===== config.mk =====
export PLATFORM = sky130hd
export DESIGN_NAME = spi_chain_latch
export DESIGN_NICKNAME = d
export VERILOG_FILES = /design/src/rtl/chain_latch_pkg.sv /design/src/rtl/cl_sync.sv /design/src/rtl/cl_rise_det.sv /design/src/rtl/cl_frame_cnt.sv /design/src/rtl/spi_chain_latch.sv
export SDC_FILE = /design/constraint.sdc
export NUM_CORES = 1
export LEC_CHECK = 0
export BUFFER_PORTS_ARGS = -buffer_cell sky130_fd_sc_hd__buf_2
export CORE_ASPECT_RATIO = 0.8
export CORE_MARGIN = 2
export CORE_UTILIZATION = 55
export DETAILED_ROUTE_END_ITERATION = 8
export PLACE_DENSITY = 0.76
export SLEW_MARGIN = 20
export SYNTH_ARGS = -nofsm -noshare
export SYNTH_HDL_FRONTEND = slang
export SYNTH_SLANG_ARGS = --single-unit
export TNS_END_PERCENT = 30

===== constraint.sdc =====
create_clock -name clk -period 2.53 [get_ports clk]
set_input_delay 0.3795 -clock clk [delete_from_list [all_inputs] [get_ports clk]]
set_output_delay 0.3795 -clock clk [all_outputs]
set_load 0.02 [all_outputs]

===== src/rtl/chain_latch_pkg.sv =====
package chain_latch_pkg;
  typedef enum logic {
    ST_IDLE = 1'b0,
    ST_RUN  = 1'b1
  } frame_st_e;

  localparam int unsigned SYNC_STAGES = 2;
endpackage


===== src/rtl/cl_sync.sv =====
module cl_sync #(
  parameter int unsigned W      = 2,
  parameter int unsigned STAGES = 2
) (
  input  logic         clk,
  input  logic         rst,
  input  logic [W-1:0] d_i,
  output logic [W-1:0] q_o
);
  logic [W-1:0] stage_q [STAGES];

  for (genvar s = 0; s < STAGES; s++) begin : g_stage
    if (s == 0) begin : g_first
      always_ff @(posedge clk) begin
        if (rst) stage_q[s] <= '0;
        else     stage_q[s] <= d_i;
      end
    end else begin : g_next
      always_ff @(posedge clk) begin
        if (rst) stage_q[s] <= '0;
        else     stage_q[s] <= stage_q[s-1];
      end
    end
  end

  assign q_o = stage_q[STAGES-1];
endmodule


===== src/rtl/cl_rise_det.sv =====
module cl_rise_det (
  input  logic clk,
  input  logic rst,
  input  logic d_i,
  output logic rise_o
);
  logic d_q;

  always_ff @(posedge clk) begin
    if (rst) d_q <= 1'b0;
    else     d_q <= d_i;
  end

  assign rise_o = d_i & ~d_q;

  // An edge indication never lasts two cycles, so one serial edge is one bit.
  assert_rise_single_R2: assert property (@(posedge clk) disable iff (rst)
    rise_o |=> !rise_o);
endmodule


===== src/rtl/cl_frame_cnt.sv =====
module cl_frame_cnt
  import chain_latch_pkg::*;
#(
  parameter int unsigned CNT_W = 8
) (
  input  logic             clk,
  input  logic             rst,
  input  logic             step_i,
  input  logic [CNT_W-1:0] target_i,
  output logic             fire_o,
  output logic             busy_o
);
  frame_st_e        st;
  logic [CNT_W-1:0] count;
  logic [CNT_W-1:0] tgt_q;
  logic [CNT_W-1:0] eff_tgt;
  logic [CNT_W-1:0] cnt_nx;

  // Idle: the live register value applies; running: the frame's snapshot.
  assign eff_tgt = (st == ST_IDLE) ? target_i : tgt_q;
  assign cnt_nx  = count + 1'b1;

  always_ff @(posedge clk) begin
    if (rst) begin
      st     <= ST_IDLE;
      count  <= '0;
      tgt_q  <= '0;
      fire_o <= 1'b0;
      busy_o <= 1'b0;
    end else begin
      fire_o <= 1'b0;
      if (step_i && (eff_tgt != '0)) begin
        if (st == ST_IDLE) tgt_q <= target_i;
        if (cnt_nx == eff_tgt) begin
          count  <= '0;
          fire_o <= 1'b1;
          st     <= ST_IDLE;
          busy_o <= 1'b0;
        end else begin
          count  <= cnt_nx;
          st     <= ST_RUN;
          busy_o <= 1'b1;
        end
      end
    end
  end

  assert_pulse_one_cycle_R3: assert property (@(posedge clk) disable iff (rst)
    fire_o |=> !fire_o);

  assert_busy_low_on_pulse_R7: assert property (@(posedge clk) disable iff (rst)
    fire_o |-> !busy_o);

  assert_target_held_R5: assert property (@(posedge clk) disable iff (rst)
    (st == ST_RUN) |=> $stable(tgt_q));

  assert_count_below_target_R4: assert property (@(posedge clk) disable iff (rst)
    (st == ST_RUN) |-> ((count != '0) && (count < tgt_q)));

  assert_zero_disables_R6: assert property (@(posedge clk) disable iff (rst)
    (st == ST_IDLE && target_i == '0) |=> (!fire_o && st == ST_IDLE));
endmodule


===== src/rtl/spi_chain_latch.sv =====
module spi_chain_latch
  import chain_latch_pkg::*;
#(
  parameter int unsigned CNT_W = 8
) (
  input  logic             clk,
  input  logic             rst,
  input  logic             sclk_i,
  input  logic             valid_i,
  input  logic [CNT_W-1:0] target_i,
  output logic             latch_o,
  output logic             busy_o
);
  logic [1:0] raw_in;
  logic [1:0] sync_q;
  logic       sclk_rise;
  logic       step;

  assign raw_in = {valid_i, sclk_i};

  cl_sync #(.W(2), .STAGES(SYNC_STAGES)) sync_i (
    .clk (clk),
    .rst (rst),
    .d_i (raw_in),
    .q_o (sync_q)
  );

  cl_rise_det rise_i (
    .clk    (clk),
    .rst    (rst),
    .d_i    (sync_q[0]),
    .rise_o (sclk_rise)
  );

  assign step = sclk_rise & sync_q[1];

  cl_frame_cnt #(.CNT_W(CNT_W)) cnt_i (
    .clk      (clk),
    .rst      (rst),
    .step_i   (step),
    .target_i (target_i),
    .fire_o   (latch_o),
    .busy_o   (busy_o)
  );

  // No unqualified edge may start a frame.
  assert_unqualified_ignored_R2: assert property (@(posedge clk) disable iff (rst)
    (!sync_q[1] && !busy_o) |=> !busy_o);
endmodule


==> results.txt <==
----------------------------------------------------
[Routing]
  Overall via count from detail_route ... 939
  Post-route DRC violation count ... 0
  Post-DR vias/cell ... 5.491
  Number of iterations in the first detailed-routing pass ... 4
  Routed length per instance ... 12.41 um
  Total routed wirelength ... 2122 um
  Antenna-violating nets left ... 0
  Number of design-rule violations left by the first detailed-router iteration ... 36

[Placement]
  Port-buffer cells ... 13
  Final HPWL from detailed placement ... 1506 um
  Minimum setup slack after placement ... 116.0 ps
  Placed instance area ... 1279 sq um
  Final weighted congestion in routability-driven placement ... 0.7357

[Critical path]
  Endpoint arrival time on the critical path ... 2470 ps
  Crit Path Category ... register to register
  Critical path fanouts, max ... 15
  Worst path buffer plus inverter count ... 0
  Worst Path Required ... 2790 ps
  Critical path cell sequence ... mux2i_4 -> xnor2_1 -> o211a_1 -> o2111ai_2 -> o21ai_0 -> a21oi_1
  Kind of capture point of the worst setup path ... register
  Worst R2R End ... cnt_i.count[2]
  Element type at the critical path start ... register
  Logic depth of the worst register-to-register path ... 6
  Beginning of the worst register-to-register path ... cnt_i.busy_o
  Crit-path slowest cell ... dfxtp_2
  CP peak stage delay ... 600 ps
  CP top delay family ... compound AO/OA/AOI/OAI gates
  Worst R2R Setup Slack ... 320 ps

[Pwr]
  Total power density per cell area ... 455.0 nW/um^2
  NetSw ... 0.1475 mW
  Clock network power share ... 30.1%
  Switching power as a share of total power ... 24.75%
  Internal Power ... 0.4485 mW
  Peak supply drop ... 0.3341 mV
  Proportion of power drawn by flip-flops and latches ... 62.1%
  Combinational cell fraction of total power ... 7.8%
  Leak ... 0.4511 nW

[Logic synthesis]
  Average footprint of a synthesized cell ... 9.197 sq um
  Biggest area contributors in the synthesized netlist ... dfxtp_1 37%, mux2i_1 12%, xor2_1 5.0%
  Top-area cell type share of the netlist area ... 37.36%
  Share of async-settable or async-resettable flops after synthesis ... 0%
  Post-synth design cell area ... 1232 sq um
  Cell taking the most area after synthesis ... dfxtp_1
  Sequential share of the synthesized area ... 37.36%
  Number of standard cells after synthesis ... 134
  Unique cell type count in the Yosys netlist ... 35
  Number of enable-type register cells in the synthesized netlist ... 0
  Ys Warns ... 0
  Syn_nets ... 147
  Top FF cell, synth ... dfxtp_1
  Number of register bits inferred by synthesis ... 23

[Timing]
  Aggregate negative setup slack ... 0 ps
  Max-slew headroom at the worst pin ... 58.06%
  Setup repair after global routing missed its margin ... no
  Portion of the clock cycle consumed by the worst path in the final layout ... 87.38%
  Count of final setup violators ... 0
  Peak Freq ... 452.3 MHz
  Setup slack after layout ... 319.2 ps
  Final hold slack ... 258.0 ps
  Final Slew Violations ... 0
  Count of endpoints failing hold in the final timing report ... 0
  Clock period minus worst slack ... 2211 ps
  Worst-margin pin slew ... 629.0 ps
  Largest clock skew in the final design ... 2.306 ps

[Floorplan]
  Number of ports placed on the die boundary ... 14
  Core ar. ... 2140 sq um
  Chip width ... 56.93 um
  Number of rows in the core area ... 15
  Die H ... 46.34 um
  Effective utilization at floorplan ... 57.60%
  Die area ... 2638 sq um

[Status]
  Outcome ... complete, no violations

[Cells and area]
  Number of nets in the final layout ... 160
  Area growth, synth to finish ... 6.295%
  Final instance area ... 1310 sq um
  Commonest cells after routing, fill and taps aside ... 22 x dfxtp_1, 16 x nor2_1, 15 x mux2i_1, 13 x nand2_1, 13 x buf_2
  Most frequent standard cell in the layout excluding fill and tap cells ... dfxtp_1
  Share of cells above drive strength 1 ... 18.49%
  Final core occ ... 61.23%
  Antenna diode count ... 0

[Min path]
  Kind of path behind the tightest hold check ... input pin to register
  Worst Hold Endpoint ... sync_i.stage_q[0][0]
  Startpoint of the tightest hold check path ... sclk_i
  Cell count of the worst hold path ... 2

[Clock tree]
  Clock transition at the registers of the reported paths ... 130 ps
  Buffers from clock root to sink, at most ... 2
  Total number of clock tree sinks ... 23
  Number of buffers created by CTS ... 3
  Clock tree from TritonCTS ... built
  Buffer cell driving the clock tree root ... clkbuf_4
  Clk_lat worst skew ... 320 ps
  Deepest level of the CTS H-tree ... 1
  Number of post-CTS setup repair buffers ... 0

[Global route]
  Residual overflow from global routing ... 0
  All-Layer GR Usage ... 18.39%
  Antenna violations before repair ... 0
  Largest net degree at the start of global routing ... 24
  Vias in the first global route ... 839
  First-pass GRT wire length ... 3650 um

[Run]
  Max-capacitance violation count ... 0

----------------------------------------------------
-- metrics by stage --
| step | power [mW] | cells |
|---|---|---|
| finish | 0.5960 | 171 |
| detailed placement | 0.4242 | 167 |
| global placement | 0.4228 | 167 |
| global route | 0.6241 | 171 |
| floorplan | 0.4082 | 134 |
| CTS | 0.6029 | 171 |
-- state kept, by name (all words and copies together), names as in the netlist --
| register | count |
|---|---|
| cnt_i.busy_o | 1 |
| cnt_i.count | 8 |
| cnt_i.fire_o | 1 |
| cnt_i.tgt_q | 8 |
| rise_i.d_q | 1 |
| sync_i.stage_q | 4 |
-- per-layer routing --
layer | global-route usage [%] | wire (um) | part of all wire, %
met3 | 5.899 | 85 | 4.0
met4 | 5.581 | 15 | 0.71
met2 | 31.49 | 960 | 45
met1 | 22.49 | 1061 | 50
met5 | 0 | 0 | 0
-- cell families (layout without fill, tap and decap cells) --
| logic type | Yosys count | count (layout) | synth area share (%) |
|---|---|---|---|
| AND/OR/NAND/NOR | 59 | 59 | 24.16 |
| flip-flops | 23 | 23 | 37.36 |
| AO/OA/AOI/OAI | 16 | 16 | 9.949 |
| multiplexers | 16 | 16 | 14.01 |
| XOR/XNOR | 12 | 12 | 8.528 |
| buffers and inverters | 7 | 19 | 4.975 |
| adder cells (fa/ha/maj) | 1 | 1 | 1.015 |
-- worst reg2reg max path: stages, from the launching register on --
cell and delay, ps:
dfxtp_2 600, mux2i_4 350, xnor2_1 100, o211a_1 220, o2111ai_2 540, o21ai_0 180
a21oi_1 170
-- cell usage after synthesis, drive strengths merged (2+ instances only) --
library cell  number
nand3              7
nor4               3
a22oi              2
clkbuf             2
o21ai              3
nand2             13
xor2               7
nor2              17
a31oi              3
a21oi              4
nor3b              2
buf                4
mux2i             16
dfxtp             23
xnor2              5
nor3               5
nor2b              6
-- timing repair --
action                                 CTS  global route
endpoints found under the hold margin    0             0
setup endpoints to repair                0             9
hold buffers                             0             0
gates resized for setup                  0             1
-- layout make-up --
class                           count  area (sq um)
Fill cell                         190         829.5
Sequential cell                    23         461.7
Inverter                            1         3.754
Tap cell                           25         31.28
Clock inverter                      1         7.507
Clock buffer                        3         22.52
Multi-Input combinational cell    104         710.7
Timing Repair Buffer               14         72.57
-- worst max-delay path by stage --
stage / cells after the start / end / startpoint / slack [ps]
floorplan: 9 / cnt_i.busy_o / cnt_i.busy_o / 590
global placement: 6 / cnt_i.count[2] / cnt_i.busy_o / 220
detailed placement: 6 / cnt_i.count[2] / cnt_i.busy_o / 120
CTS: 6 / cnt_i.count[2] / cnt_i.busy_o / 70
global route: 7 / cnt_i.busy_o / cnt_i.count[0] / 110
finish: 6 / cnt_i.count[2] / cnt_i.busy_o / 320
-- power by group through the flow --
| stage | clock network [mW] | registers (mW) | logic [mW] |
|---|---|---|---|
| after global routing | 0.202 | 0.371 | 0.0510 |
| after detailed placement | 0 | 0.378 | 0.0461 |
| after CTS | 0.186 | 0.370 | 0.0464 |
| after global placement | 0 | 0.378 | 0.0450 |
| final | 0.180 | 0.370 | 0.0465 |
| after floorplan | 0 | 0.377 | 0.0315 |
No activity file was read; power rests on OpenSTA's default activity.
